==> src/rtl/irq_pkg.sv <==
package irq_pkg;
  localparam int SRC_N = 8;
  localparam int EXT_N = 4;
  localparam int IDX_W = $clog2(SRC_N);

  localparam int SRC_INT0 = 0;
  localparam int SRC_TMR0 = 1;
  localparam int SRC_INT1 = 2;
  localparam int SRC_TMR1 = 3;
  localparam int SRC_UART = 4;
  localparam int SRC_TMR2 = 5;
  localparam int SRC_INT2 = 6;
  localparam int SRC_INT3 = 7;

  typedef enum logic [0:0] {LVL_LO = 1'b0, LVL_HI = 1'b1} lvl_e;

  // source index of external pin k
  function automatic int ext_src(input int k);
    case (k)
      0: ext_src = SRC_INT0;
      1: ext_src = SRC_INT1;
      2: ext_src = SRC_INT2;
      default: ext_src = SRC_INT3;
    endcase
  endfunction

  // lowest set index of a request vector (0 when empty)
  function automatic logic [IDX_W-1:0] first_one(input logic [SRC_N-1:0] v);
    first_one = '0;
    for (int i = SRC_N - 1; i >= 0; i--) begin
      if (v[i]) first_one = IDX_W'(i);
    end
  endfunction
endpackage

==> src/rtl/irq_ext_flag.sv <==
module irq_ext_flag (
  input  logic clk,
  input  logic rst_n,
  input  logic tick,
  input  logic pin_n,
  input  logic edge_mode,
  input  logic clr,
  output logic flag
);
  logic samp_q, samp_d;
  logic flag_q, flag_d;
  logic fall;

  assign fall = tick & samp_q & ~pin_n;

  always_comb begin
    samp_d = samp_q;
    flag_d = flag_q;
    if (tick) samp_d = pin_n;
    if (edge_mode) begin
      if (fall)      flag_d = 1'b1;
      else if (clr)  flag_d = 1'b0;
    end else if (tick) begin
      flag_d = ~pin_n;
    end
  end

  always_ff @(posedge clk or negedge rst_n) begin
    if (!rst_n) begin
      samp_q <= 1'b1;
      flag_q <= 1'b0;
    end else begin
      samp_q <= samp_d;
      flag_q <= flag_d;
    end
  end

  assign flag = flag_q;
endmodule

==> src/rtl/irq_poll.sv <==
module irq_poll
  import irq_pkg::*;
(
  input  logic [SRC_N-1:0] pend,
  input  logic [SRC_N-1:0] hi,
  input  logic             ins_lo,
  input  logic             ins_hi,
  output logic             req,
  output logic [IDX_W-1:0] idx,
  output lvl_e             lvl
);
  logic [SRC_N-1:0] hi_pend, lo_pend;
  logic             hi_ok, lo_ok;

  assign hi_pend = pend & hi;
  assign lo_pend = pend & ~hi;
  assign hi_ok   = !ins_hi && (|hi_pend);
  assign lo_ok   = !ins_hi && !ins_lo && (|lo_pend);

  always_comb begin
    req = 1'b0;
    idx = '0;
    lvl = LVL_LO;
    if (hi_ok) begin
      req = 1'b1;
      idx = first_one(hi_pend);
      lvl = LVL_HI;
    end else if (lo_ok) begin
      req = 1'b1;
      idx = first_one(lo_pend);
    end
  end
endmodule

==> src/rtl/irq_nest.sv <==
module irq_nest
  import irq_pkg::*;
(
  input  logic clk,
  input  logic rst_n,
  input  logic grant,
  input  lvl_e grant_lvl,
  input  logic reti,
  output logic ins_lo,
  output logic ins_hi
);
  logic lo_q, lo_d, hi_q, hi_d;

  always_comb begin
    lo_d = lo_q;
    hi_d = hi_q;
    if (reti) begin
      if (hi_q) hi_d = 1'b0;
      else      lo_d = 1'b0;
    end
    if (grant) begin
      if (grant_lvl == LVL_HI) hi_d = 1'b1;
      else                     lo_d = 1'b1;
    end
  end

  always_ff @(posedge clk or negedge rst_n) begin
    if (!rst_n) begin
      lo_q <= 1'b0;
      hi_q <= 1'b0;
    end else begin
      lo_q <= lo_d;
      hi_q <= hi_d;
    end
  end

  assign ins_lo = lo_q;
  assign ins_hi = hi_q;
endmodule

==> src/rtl/prio_irq_ctrl.sv <==
module prio_irq_ctrl
  import irq_pkg::*;
#(
  parameter int          VEC_W    = 16,
  parameter logic [15:0] VEC_BASE = 16'h0003,
  parameter int          VEC_STEP = 8
) (
  input  logic             clk,
  input  logic             rst_n,
  input  logic             mc_tick,
  input  logic [EXT_N-1:0] ext_pin_n,
  input  logic [1:0]       ext_it01,
  input  logic [7:0]       ext_ctl,
  input  logic [3:0]       periph_req,
  input  logic [5:0]       src_en,
  input  logic [5:0]       src_hi,
  input  logic             glb_en,
  input  logic             cpu_ack,
  input  logic             reti,
  output logic             irq_req,
  output logic [VEC_W-1:0] irq_vec,
  output logic [SRC_N-1:0] flag_clr,
  output logic [EXT_N-1:0] ext_flags
);
  logic [EXT_N-1:0] ext_edge;
  logic [SRC_N-1:0] en8, hi8, flags8, pend8, clearable8;
  logic [IDX_W-1:0] sel_idx;
  lvl_e             sel_lvl;
  logic             grant;
  logic             ins_lo, ins_hi;

  assign ext_edge = {ext_ctl[4], ext_ctl[0], ext_it01[1], ext_it01[0]};
  assign en8      = {ext_ctl[6], ext_ctl[2], src_en};
  assign hi8      = {ext_ctl[7], ext_ctl[3], src_hi};

  assign flags8 = {ext_flags[3], ext_flags[2], periph_req[3], periph_req[2],
                   periph_req[1], ext_flags[1], periph_req[0], ext_flags[0]};
  assign pend8  = flags8 & en8 & {SRC_N{glb_en}};

  assign clearable8 = {ext_edge[3], ext_edge[2], 1'b0, 1'b0,
                       1'b1, ext_edge[1], 1'b1, ext_edge[0]};

  generate
    for (genvar k = 0; k < EXT_N; k++) begin : g_ext
      irq_ext_flag u_flag (
        .clk      (clk),
        .rst_n    (rst_n),
        .tick     (mc_tick),
        .pin_n    (ext_pin_n[k]),
        .edge_mode(ext_edge[k]),
        .clr      (flag_clr[ext_src(k)]),
        .flag     (ext_flags[k])
      );
    end
  endgenerate

  irq_poll u_poll (
    .pend  (pend8),
    .hi    (hi8),
    .ins_lo(ins_lo),
    .ins_hi(ins_hi),
    .req   (irq_req),
    .idx   (sel_idx),
    .lvl   (sel_lvl)
  );

  assign grant = cpu_ack & irq_req;

  irq_nest u_nest (
    .clk      (clk),
    .rst_n    (rst_n),
    .grant    (grant),
    .grant_lvl(sel_lvl),
    .reti     (reti),
    .ins_lo   (ins_lo),
    .ins_hi   (ins_hi)
  );

  always_comb begin
    flag_clr = '0;
    if (grant) flag_clr = clearable8 & (SRC_N'(1) << sel_idx);
  end

  assign irq_vec = VEC_W'(VEC_BASE) + VEC_W'(VEC_STEP) * VEC_W'(sel_idx);
endmodule

==> config.mk <==
export PLATFORM = sky130hd
export DESIGN_NAME = prio_irq_ctrl
export DESIGN_NICKNAME = d
export VERILOG_FILES = /design/src/rtl/irq_pkg.sv /design/src/rtl/irq_ext_flag.sv /design/src/rtl/irq_poll.sv /design/src/rtl/irq_nest.sv /design/src/rtl/prio_irq_ctrl.sv
export SDC_FILE = /design/constraint.sdc
export NUM_CORES = 1
export LEC_CHECK = 0
export ABC_AREA = 1
export ABC_CLOCK_PERIOD_IN_PS = 4700
export BUFFER_PORTS_ARGS = -buffer_cell sky130_fd_sc_hd__buf_4
export CAP_MARGIN = 20
export CORE_ASPECT_RATIO = 0.75
export CORE_UTILIZATION = 49
export CTS_CLUSTER_DIAMETER = 150
export DETAILED_ROUTE_END_ITERATION = 12
export PLACE_DENSITY = 0.86
export SKIP_CTS_REPAIR_TIMING = 1
export SLEW_MARGIN = 20
export SYNTH_ARGS = -nofsm -noshare
export SYNTH_HDL_FRONTEND = slang
export SYNTH_SLANG_ARGS = --single-unit
==> constraint.sdc <==
create_clock -name clk -period 4.7 [get_ports clk]
set_input_delay 0.705 -clock clk [delete_from_list [all_inputs] [get_ports clk]]
set_output_delay 0.705 -clock clk [all_outputs]
set_load 0.02 [all_outputs]
==> results.md <==
- Status: completed
- Clk root buf: clkbuf_4
- Num CTS Buffers: 3
- Critical Path Start: glb_en
- Iteration-0 DRC Markers: 56
- Antenna cells: 0
- PD cells: 227 nW/um^2
- Global placement routability congestion: 0.916
- GRT Util Overall: 22.1%
- H-tree depth: 1
- Antenna violations before repair: 0
- Post-route DRC: 0
- Via count: 1277
- Setup crit end: flag_clr[6]
- Final hold viol count: 0
- Tmin final: 2.85 ns
- Clock transition at path regs: 0.07 ns
- Largest net degree at the start of global routing: 19
- Synth Area per Inst: 6.47 sq um
- Final nets: 272
- Initial Util: 53.5%
- DR vias/cell: 4.75
- Seq cells post-synth: 10
- Filler cells: 221
- Finished Core Util: 64.4%
- Clk Latency, worst-skew pair: 0.27 ns
- Layout cells sized above 1: 35.3%
- Arr. time, crit path: 2.14 ns
- WHS: 0.250 ns
- Crit Reg-Reg Startpoint: g_ext[2].u_flag.flag
- Final wirelength: 2620 um
- RSZ-0062 raised after global routing: false
- Cells after synthesis: 197
- F_max: 351 MHz
- Placed cells: 265
- VDD IR max: 0.000110 V
- Final ANT Viol Nets: 0
- Area grow syn2layout: 20.3%
- Startpoint Class: input port
- Most common cell after layout, fill and taps aside: nand2_1
- Synth cell types: 29
- Flop-to-flop setup slack: 2.89 ns
- I/O pin cnt: 65
- Pre-antenna DRT Iters: 7
- Crit path max fanout: 18
- Vias in the first global route: 1094
- Final-report setup violation count: 0
- YS warnings: 0
- Post-Route Setup TNS: 0 ns
- Clock Skew: 0.00999 ns
- Leak: 0.900 nW
- HP Class: input port to asynchronous set/reset pin
- Synth Cell Area: 1270 sq um
- CTS Sinks: 10
- CTS tree: done
- Reg2Reg Capture Point: g_ext[2].u_flag.flag
- Crit Path Class: input port to output port
- Core outline area: 2380 sq um
- PortBufs: 47
- Die X: 60.9 um
- Max Transition Viols Final: 0
- Seq/Total Area, Yosys: 20.0%
- Setup crit end kind: output port
- Full die area: 2810 sq um
- Period Utilization, post-route: 60.6%
- DP Wirelength: 2280 um
- Max cap viols: 0
- Finished Layout Cells: 269
- Worst endpoint required time: 3.99 ns
- Global-route wire length before repair: 4570 um
- Chip height: 46.2 um
- Most frequent cells in the layout: nand2_1 (48), buf_4 (47), inv_1 (25)
- GR Overflow Total: 0
- Wirelength per Cell: 9.74 um
- FP Rows: 15
- CTS max path bufs: 2
- R2R depth: 14
registers in the layout, summed over array words and instances, names as in the netlist:
register,count
g_ext.u_flag.flag,4
g_ext.u_flag.samp_q,4
u_nest.ins_hi,1
u_nest.ins_lo,1
cell type report:
type,count,area (sq um),share of cell area [%]
clock buffers,4,26.3,1.71
inverters,27,101,6.61
multi-input cells,147,756,49.3
flip-flops and latches,10,255,16.6
well taps,34,42.5,2.77
repair buffers,47,353,23.0
critical path, cell delays in order:
cell	delay (ns)
buf_4	0.18
nand4_1	0.15
nand2_1	0.09
nor2_1	0.18
nand2_2	0.10
nand2_4	0.12
nor2_1	0.05
nand2_1	0.11
nand2_4	0.09
nor2_2	0.11
nand2_1	0.09
inv_1	0.06
buf_4	0.13
layer usage:
layer	part of all wire [%]	track usage [%]	wire length (um)
met2	44	35.2	1140
met1	49	31.3	1290
met4	0.19	1.36	5
met3	7.2	5.90	188
met5	0	0	0
worst min-delay path by stage:
| stage | start | endpoint | slack, ns | depth (start not counted) |
|---|---|---|---|---|
| 6_report | rst_n | u_nest.ins_hi | 0.25 | 1 |
| 5_1_grt | rst_n | g_ext[0].u_flag.flag | 0.24 | 1 |
| 4_1_cts | rst_n | u_nest.ins_hi | 0.25 | 1 |
| 3_5_place_dp | u_nest.ins_lo | u_nest.ins_lo | 0.48 | 1 |
| 3_3_place_gp | u_nest.ins_lo | u_nest.ins_lo | 0.48 | 1 |
| 2_1_floorplan | rst_n | g_ext[0].u_flag.flag | 0.41 | 0 |
stage by stage:
| step | setup WS (ns) | power [W] | area (sq um) |
|---|---|---|---|
| floorplan | 2.02 | 0.000244 | 1320 |
| global placement | 1.91 | 0.000282 | 1510 |
| detailed placement | 1.83 | 0.000286 | 1510 |
| CTS | 1.83 | 0.000350 | 1530 |
| global route | 1.68 | 0.000377 | 1530 |
| finish | 1.85 | 0.000348 | 1530 |
cells in the mapped netlist, drive strengths merged:
cell type / count / area, sq um
clkinv: 1 / 3.75
o211ai: 2 / 15.0
a21oi: 3 / 18.8
a32o: 1 / 10.0
dfrtp: 6 / 150
nand2: 62 / 288
nor2: 27 / 121
nand4: 15 / 119
nand3: 9 / 50.1
or3b: 1 / 8.76
inv: 26 / 97.6
o22ai: 1 / 6.26
a31oi: 2 / 12.5
buf: 26 / 211
dfstp: 4 / 105
nor3: 1 / 10.0
o21ai: 8 / 40.0
conb: 2 / 7.51
kinds of logic (layout without fill, tap and decap cells):
family                 Yosys count  in the layout  synth area share (%)
other                            2             15                 0.589
DFF                             10             10                  20.0
AOI/OAI and AO/OA               17             17                  8.05
buffers and inverters           53             78                  24.5
and+or+nand+nor                115            115                  46.8
power by group:
part / internal [W] / switching, W
clock: 0.0000328 / 0.0000308
combinational: 0.0000660 / 0.000108
sequential: 0.000100 / 0.0000100
total: 0.000199 / 0.000149
No activity file was read; power rests on OpenSTA's default activity.
